`src/rtl/cmp_pkg.sv`:
```
package cmp_pkg;
  typedef logic [3:0] mode_t;

  localparam mode_t MD_OFF    = 4'b0000;
  localparam mode_t MD_TOGGLE = 4'b0010;
  localparam mode_t MD_HIGH   = 4'b1000;
  localparam mode_t MD_LOW    = 4'b1001;
  localparam mode_t MD_IRQ    = 4'b1010;
  localparam mode_t MD_EVENT  = 4'b1011;

  // decoded action set for the current mode code
  typedef struct packed {
    logic off;      // unit disabled, state cleared
    logic cmp_on;   // one of the five compare modes
    logic tog;      // invert pin on match
    logic hi;       // drive pin high on match
    logic lo;       // drive pin low on match
    logic evt;      // special event on match
  } act_t;
endpackage

```
`src/rtl/cmp_eq_detect.sv`:
```
module cmp_eq_detect #(
  parameter int TW = 16
) (
  input  logic          clk,
  input  logic          rst,
  input  logic [TW-1:0] tmr_i,
  input  logic [TW-1:0] ref_i,
  output logic          hit_o
);
  logic eq;
  logic eq_q;

  assign eq    = (tmr_i == ref_i);
  assign hit_o = eq & ~eq_q;

  always_ff @(posedge clk) begin
    if (rst) eq_q <= 1'b0;
    else     eq_q <= eq;
  end

  // a hit cannot repeat on the next cycle
  assert_one_shot_R1: assert property (@(posedge clk) disable iff (rst)
    hit_o |=> !hit_o);
endmodule

```
`src/rtl/cmp_mode_decode.sv`:
```
module cmp_mode_decode
  import cmp_pkg::*;
(
  input  logic  clk,
  input  logic  rst,
  input  mode_t mode_i,
  output act_t  act_o,
  output logic  enter_o
);
  mode_t mode_q;

  always_ff @(posedge clk) begin
    if (rst) mode_q <= MD_OFF;
    else     mode_q <= mode_i;
  end

  assign enter_o = (mode_i != mode_q);

  always_comb begin
    act_o = '0;
    unique case (mode_i)
      MD_OFF:    act_o.off = 1'b1;
      MD_TOGGLE: begin act_o.cmp_on = 1'b1; act_o.tog = 1'b1; end
      MD_HIGH:   begin act_o.cmp_on = 1'b1; act_o.hi  = 1'b1; end
      MD_LOW:    begin act_o.cmp_on = 1'b1; act_o.lo  = 1'b1; end
      MD_IRQ:    act_o.cmp_on = 1'b1;
      MD_EVENT:  begin act_o.cmp_on = 1'b1; act_o.evt = 1'b1; end
      default:   act_o = '0;
    endcase
  end

  assert_decode_exclusive_R9: assert property (@(posedge clk) disable iff (rst)
    $onehot0({act_o.tog, act_o.hi, act_o.lo, act_o.evt}));
endmodule

```
`src/rtl/cmp_action.sv`:
```
module cmp_action
  import cmp_pkg::*;
(
  input  logic clk,
  input  logic rst,
  input  act_t act_i,
  input  logic enter_i,
  input  logic hit_i,
  input  logic adc_en_i,
  input  logic flag_clr_i,
  output logic pin_o,
  output logic flag_o,
  output logic tmr_rst_o,
  output logic adc_start_o
);
  logic fire;
  logic pin_d;
  logic flag_d;

  assign fire = hit_i & act_i.cmp_on;

  always_comb begin
    pin_d = pin_o;
    if (act_i.off)                 pin_d = 1'b0;
    else if (fire && act_i.tog)    pin_d = ~pin_o;
    else if (fire && act_i.hi)     pin_d = 1'b1;
    else if (fire && act_i.lo)     pin_d = 1'b0;
    else if (enter_i && act_i.hi)  pin_d = 1'b0;
    else if (enter_i && act_i.lo)  pin_d = 1'b1;
  end

  always_comb begin
    flag_d = flag_o;
    if (act_i.off)       flag_d = 1'b0;
    else if (fire)       flag_d = 1'b1;
    else if (flag_clr_i) flag_d = 1'b0;
  end

  always_ff @(posedge clk) begin
    if (rst) begin
      pin_o       <= 1'b0;
      flag_o      <= 1'b0;
      tmr_rst_o   <= 1'b0;
      adc_start_o <= 1'b0;
    end else begin
      pin_o       <= pin_d;
      flag_o      <= flag_d;
      tmr_rst_o   <= fire & act_i.evt;
      adc_start_o <= fire & act_i.evt & adc_en_i;
    end
  end

  assert_high_on_match_R3: assert property (@(posedge clk) disable iff (rst)
    (fire && act_i.hi) |=> pin_o);
  assert_low_on_match_R4: assert property (@(posedge clk) disable iff (rst)
    (fire && act_i.lo) |=> !pin_o);
  assert_irq_pin_hold_R5: assert property (@(posedge clk) disable iff (rst)
    (act_i.cmp_on && !act_i.tog && !act_i.hi && !act_i.lo) |=> $stable(pin_o));
  assert_start_needs_restart_R6: assert property (@(posedge clk) disable iff (rst)
    adc_start_o |-> tmr_rst_o);
  assert_restart_single_R6: assert property (@(posedge clk) disable iff (rst)
    tmr_rst_o |=> !tmr_rst_o);
  assert_flag_on_match_R7: assert property (@(posedge clk) disable iff (rst)
    fire |=> flag_o);
  assert_off_clears_R8: assert property (@(posedge clk) disable iff (rst)
    act_i.off |=> (!pin_o && !flag_o && !tmr_rst_o));
endmodule

```
`src/rtl/cmp_match_unit.sv`:
```
module cmp_match_unit
  import cmp_pkg::*;
#(
  parameter int TW = 16
) (
  input  logic          clk,
  input  logic          rst,
  input  logic [3:0]    mode_i,
  input  logic [TW-1:0] cmp_val_i,
  input  logic [TW-1:0] timer_i,
  input  logic          adc_en_i,
  input  logic          flag_clr_i,
  output logic          pin_o,
  output logic          flag_o,
  output logic          tmr_rst_o,
  output logic          adc_start_o
);
  logic hit;
  logic enter;
  act_t act;

  cmp_eq_detect #(.TW(TW)) u_eq (
    .clk   (clk),
    .rst   (rst),
    .tmr_i (timer_i),
    .ref_i (cmp_val_i),
    .hit_o (hit)
  );

  cmp_mode_decode u_dec (
    .clk     (clk),
    .rst     (rst),
    .mode_i  (mode_i),
    .act_o   (act),
    .enter_o (enter)
  );

  cmp_action u_act (
    .clk         (clk),
    .rst         (rst),
    .act_i       (act),
    .enter_i     (enter),
    .hit_i       (hit),
    .adc_en_i    (adc_en_i),
    .flag_clr_i  (flag_clr_i),
    .pin_o       (pin_o),
    .flag_o      (flag_o),
    .tmr_rst_o   (tmr_rst_o),
    .adc_start_o (adc_start_o)
  );

  assert_reset_quiet_R10: assert property (@(posedge clk)
    rst |=> (!pin_o && !flag_o && !tmr_rst_o && !adc_start_o));
endmodule

```
`config.mk`:
```
export PLATFORM = sky130hd
export DESIGN_NAME = cmp_match_unit
export DESIGN_NICKNAME = d
export VERILOG_FILES = /design/src/rtl/cmp_pkg.sv /design/src/rtl/cmp_eq_detect.sv /design/src/rtl/cmp_mode_decode.sv /design/src/rtl/cmp_action.sv /design/src/rtl/cmp_match_unit.sv
export SDC_FILE = /design/constraint.sdc
export NUM_CORES = 1
export LEC_CHECK = 0
export ABC_AREA = 1
export BUFFER_PORTS_ARGS = -buffer_cell sky130_fd_sc_hd__buf_2
export CAP_MARGIN = 20
export CORE_MARGIN = 2
export CORE_UTILIZATION = 49
export CTS_BUF_LIST = sky130_fd_sc_hd__clkbuf_8
export DETAILED_ROUTE_END_ITERATION = 12
export PLACE_DENSITY_LB_ADDON = 0.25
export SLEW_MARGIN = 15
export SYNTH_ARGS = -nofsm -noshare
export SYNTH_HDL_FRONTEND = slang
export SYNTH_SLANG_ARGS = --single-unit
export TNS_END_PERCENT = 50
```
`constraint.sdc`:
```
create_clock -name clk -period 3 [get_ports clk]
set_input_delay 0.15 -clock clk [delete_from_list [all_inputs] [get_ports clk]]
set_output_delay 0.15 -clock clk [all_outputs]
set_load 0.02 [all_outputs]
```
# Yosys cells after proc, flatten, opt, wreduce, memory -nomap -nowiden
# Index checks and enable logic that the tools add are counted.
dict set report word_totals {
  out_inout_bits 4
  wordCells 42
  inputBits 40
  ff_bits 9
}
dict set report classes {
  bitwise 6
  n_eq_ne 7
  reduce_logical 10
  muxes 13
}
# operator count
set op_table {}
lappend op_table {{$eq A16 B16 Y1} 1}
lappend op_table {{$eq A4 B4 Y1 const B} 4}
lappend op_table {{$mux W1} 13}
lappend op_table {{$logic_and A1 B1 Y1} 5}
lappend op_table {{$reduce_bool A5 Y1} 1}
lappend op_table {{$reduce_or A5 Y1} 1}
lappend op_table {{$and A1 B1 Y1} 4}
lappend op_table {{$eq A4 B2 Y1 const B} 1}
lappend op_table {{$logic_not A4 Y1} 1}
lappend op_table {{$ne A4 B4 Y1} 1}
lappend op_table {{$not A1 Y1} 2}
lappend op_table {{$reduce_bool A2 Y1} 1}
lappend op_table {{$reduce_or A2 Y1} 1}

# Depth between registers and ports, before layout
dict set report logic_depth {
  ltp_word 8
  ltp_mapped 12
  depth_no_buf 12
}

# Modules after synthesis
# From an unflattened synthesis, not the netlist that was laid out.
dict set report unflattened {
  cells_unflattened 162
  area_unflattened_um2 775.7
}
# module area_each_um2 cells_per_inst instances seq_area_each_um2
set modules_own_cells {}
lappend modules_own_cells {cmp_eq_detect 365.4 93 1 20.0}
lappend modules_own_cells {cmp_mode_decode 221.5 40 1 80.1}
lappend modules_own_cells {cmp_action 188.9 29 1 80.1}

# Worst setup path after synthesis
# No wires, ideal clock.
dict set report synth_path {
  kind {register -> register}
  startpoint {reg u_dec.mode_q[0]}
  endpoint {reg u_act.pin_o}
  required_ps 2887
  arrival_ps 974
  n_path_buf 0
  setup_time_ps 113
  path_stages_with_launch 8
  period_less_slack_ps 1087
  setup_slack_ps 1913
  cell_sequence {dfxtp_1 -> xor2_1 -> nor4_1 -> nand2_2 -> nand2_2 -> nand3_2 -> nand2_1 -> nor2_1}
}
dict set report synth_via {
  elab_chain_len 6
  elab_cells_between_ends 8
  cone_classes {eq/ne (1); mux (4); reduce/logical (3)}
}
# element line_no
set synth_lines {}
lappend synth_lines {{from (decl)} cmp_mode_decode.sv:10} ;# mode_t mode_q;
lappend synth_lines {{from (signal assigned)} cmp_mode_decode.sv:14} ;# else mode_q <= mode_i;
lappend synth_lines {{$ne A4 B4 Y1 (*)} cmp_mode_decode.sv:17} ;# assign enter_o = (mode_i != mode_q);
lappend synth_lines {{$logic_and A1 B1 Y1} cmp_action.sv:28} ;# else if (enter_i && act_i.hi) pin_d = 1'b0;
lappend synth_lines {{$mux W1} cmp_action.sv:28}
lappend synth_lines {{$mux W1} cmp_action.sv:27} ;# else if (fire && act_i.lo) pin_d = 1'b0;
lappend synth_lines {{$mux W1} cmp_action.sv:26} ;# else if (fire && act_i.hi) pin_d = 1'b1;
lappend synth_lines {{$mux W1} cmp_action.sv:25} ;# else if (fire && act_i.tog) pin_d = ~pin_o;
lappend synth_lines {{to (signal assigned)} cmp_action.sv:46} ;# pin_o <= pin_d;
lappend synth_lines {{to (decl)} cmp_action.sv:11} ;# output logic pin_o,
# Every way passes the cells marked *; elsewhere a longest branch is shown, timed or not.
# A chain may end at the register's enable or synchronous reset.

# Worst setup path after layout
dict set report layout_path {
  startpoint {reg u_dec.mode_q[2]}
  endpoint {reg u_act.pin_o}
}
# Same word-level chain as after synthesis.

==> impl_metrics.yaml <==
global_route:
  grt_pass1_wl_mm: 2.835
  grt_pass1_vias: 781
  grt_usage: 0.1970
  antenna_found_initial: 0
  grt_max_degree: 8
  grt_overflow_total: 0
floorplanning:
  core_area_um2: 1506
  fp-row-count: 14
  die_x_um: 44.05
  start_util: 0.5216
  die-area_um2: 1940
  io_pins: 44
  die_h_um: 44.05
worst_setup_path:
  reg2reg_depth: 8
  path_cells: "xnor2_1 > nand2_1 > nor4_1 > nand2_2 > nand2_2 > nand3_2 > nand2_1 > nor2_1"
  cp_slowest_cell: "dfxtp_1"
  crit_path_end_kind: "register"
  required_ns: 3.13
  cp_slowest_stage_delay_ns: 0.30
  cp_data_arrival_time_ns: 1.32
  critPathKind: "reg -> reg"
  r2r_start: "u_dec.mode_q[2]"
  critPathMaxFanout: 2
  r2r_slack_ns: 1.82
  reg2reg_to: "u_act.pin_o"
  setup.worst_path.start_class: "register"
placed_design:
  hpwl_mm: 1.428
  dp_cells: 202
  portBuffers: 43
  place.gp.congestion: 0.7327
final_layout:
  seq_area_um2: 180.2
  syn_to_final_growth_pct: 35.67
  fillers: 147
  antenna_cells: 0
  drive_gt1_frac: 0.3053
  fin_cells: 206
  multi_input_area_um2: 474.2
  fin_nets: 231
route:
  drtIter0Drc: 8
  wl_mm: 1.668
  vias_per_cell: 4.481
  drt_first_pass_iters: 4
  drtAntennaViolNets: 0
  drc: 0
  vias: 923
  wire_per_inst_um: 8.097
cts:
  cts_setup_buffers: 0
  cts-root-buf: "clkbuf_8"
  h-tree-depth: 1
  post_cts_resized: 0
  numCtsBuffers: 3
  clk_latency_ns: 0.24
  cts_sinks: 9
  cts_tree: "yes"
  clk_pin_slew_ns: 0.04
  cts_max_path_buffers: 2
  cts_hold_buf: 0
yosys:
  yosysSeqAreaShare: 0.2293
  syn-cell-area_um2: 785.8
  synth_nets: 183
  ys_ff_latch: 9
  yosysUniqueCellTypes: 20
  netlist_instances: 143
  yosys_warnings: 0
  avgSynthCellArea_um2: 5.495
sta:
  skew_ns: 0.0005567
  worst_slew_pin_slew_ns: 0.2985
  grt_setup_unrepaired: "false"
  final.setup.tns_ns: 0
  maxSlewViolCount: 0
  final.period_utilization: 0.3949
  final_hold_viol_count: 0
  layout_min_cycle_time_ns: 1.185
  relSlewSlack: 0.7992
  setup_viol: 0
  clock.fmax_mhz: 844.0
flow_run:
  drv_cap: 0
status:
  status: "finished clean"
worst_hold_path:
  min_path_cells: 2
  hold_end: "u_dec.mode_q[3]"
  hp-class: "in -> reg"
  hp-start: "rst"
power:
  vdd_drop_max_uv: 240.4
  p_leak_nw: 0.6950
  power_density_nw_per_um2: 329.6
-- state kept, by name, indices dropped and copies added, names as in the netlist --
signal             cells
u_dec.mode_q           4
u_act.pin_o            1
u_act.tmr_rst_o        1
u_act.flag_o           1
u_act.adc_start_o      1
u_eq.eq_q              1
-- cells in the mapped netlist, drive strengths merged --
library cell	number	area, um2
a21boi	1	7.510
a21oi	1	5.000
a31oi	1	6.260
dfxtp	9	180.2
inv	35	131.4
nand2	46	177.7
nand3	5	47.55
nor2	37	168.9
nor3b	1	7.510
nor4	1	6.260
o21ai	1	5.000
o21bai	1	7.510
xnor2	2	17.52
xor2	2	17.52
-- routing by layer --
metal | up-vias | routed length [um] | global-route usage
met5 | - | 0 | 0
met4 | 0 | 15 | 0.05455
met3 | 3 | 132 | 0.07347
met2 | 31 | 873 | 0.3735
met1 | 381 | 646 | 0.1985
li1 | 508 | - | -
-- logic make-up (layout without fill, tap and decap cells) --
family,Yosys count,count (layout),share of synthesized area
compound gates,5,5,0.03981
xor+xnor,4,4,0.04459
buf+inv,35,82,0.1672
flops,9,9,0.2293
simple gates,90,90,0.5191
-- stage by stage --
step / total power [mW] / area, um2 / setup slack (ns) / utilization / hold slack (ns)
finish: 0.3514 / 1066 / 1.815 / 0.7076 / 0.1565
global route: 0.3725 / 1066 / 1.637 / 0.7076 / 0.1617
CTS: 0.3529 / 1066 / 1.814 / 0.7076 / 0.1503
detailed placement: 0.2146 / 1021 / 1.705 / 0.6777 / 0.3982
global placement: 0.2101 / 1021 / 1.753 / 0.6777 / 0.3973
floorplan: 0.1747 / 785.8 / 1.913 / - / 0.2212
-- worst max-delay path: cells and delay by family (launching register included) --
family / cells / cell delay (ns)
DFF: 1 / 0.30
xor gates and xnor gates: 1 / 0.13
and+or+nand+nor: 7 / 0.63
-- power by group --
part / total (mW) / internal (mW) / switching [mW] / leakage, nW
registers: 0.126 / 0.124 / 0.00190 / 0.0737
clock network: 0.139 / 0.0892 / 0.0497 / 0.0269
logic: 0.0869 / 0.0408 / 0.0461 / 0.594
total: 0.351 / 0.254 / 0.0977 / 0.695
-- area by class of cell --
cell class | instances | share of cell area
clock buffers | 3 | 0.03873
flip-flops and latches | 9 | 0.1690
clock inverters | 1 | 0.003521
inverters | 35 | 0.1232
repair buffers | 43 | 0.2019
multi-input cells | 99 | 0.4448
well taps | 16 | 0.01878
-- worst max-delay path by stage --
stage / start / to / slack, ns / depth (start not counted)
2_1_floorplan: u_dec.mode_q[0] / u_act.pin_o / 1.91 / 7
3_3_place_gp: mode_i[0] / u_act.pin_o / 1.75 / 11
3_5_place_dp: mode_i[2] / u_act.pin_o / 1.71 / 11
4_1_cts: u_dec.mode_q[2] / u_act.pin_o / 1.81 / 8
5_1_grt: u_dec.mode_q[2] / u_act.pin_o / 1.64 / 8
6_report: u_dec.mode_q[2] / u_act.pin_o / 1.82 / 8
-- cells in the final DEF (no fill, tap or decap) --
cell type and count:
inv_1 35, nor2_1 31, nor4_1 1, nor2_4 3, o21bai_1 1, xor2_1 2
inv_2 1, nand2_2 2, a21oi_1 1, nand2_1 44, nand3_4 1, o21ai_1 1
buf_2 43, nand3_1 2, nand3_2 2, dfxtp_1 9, nor2_2 3, nor3b_1 1
xnor2_1 2, clkbuf_8 3, a31oi_1 1, a21boi_0 1
Note: power is estimated with default switching activity, not from simulation.
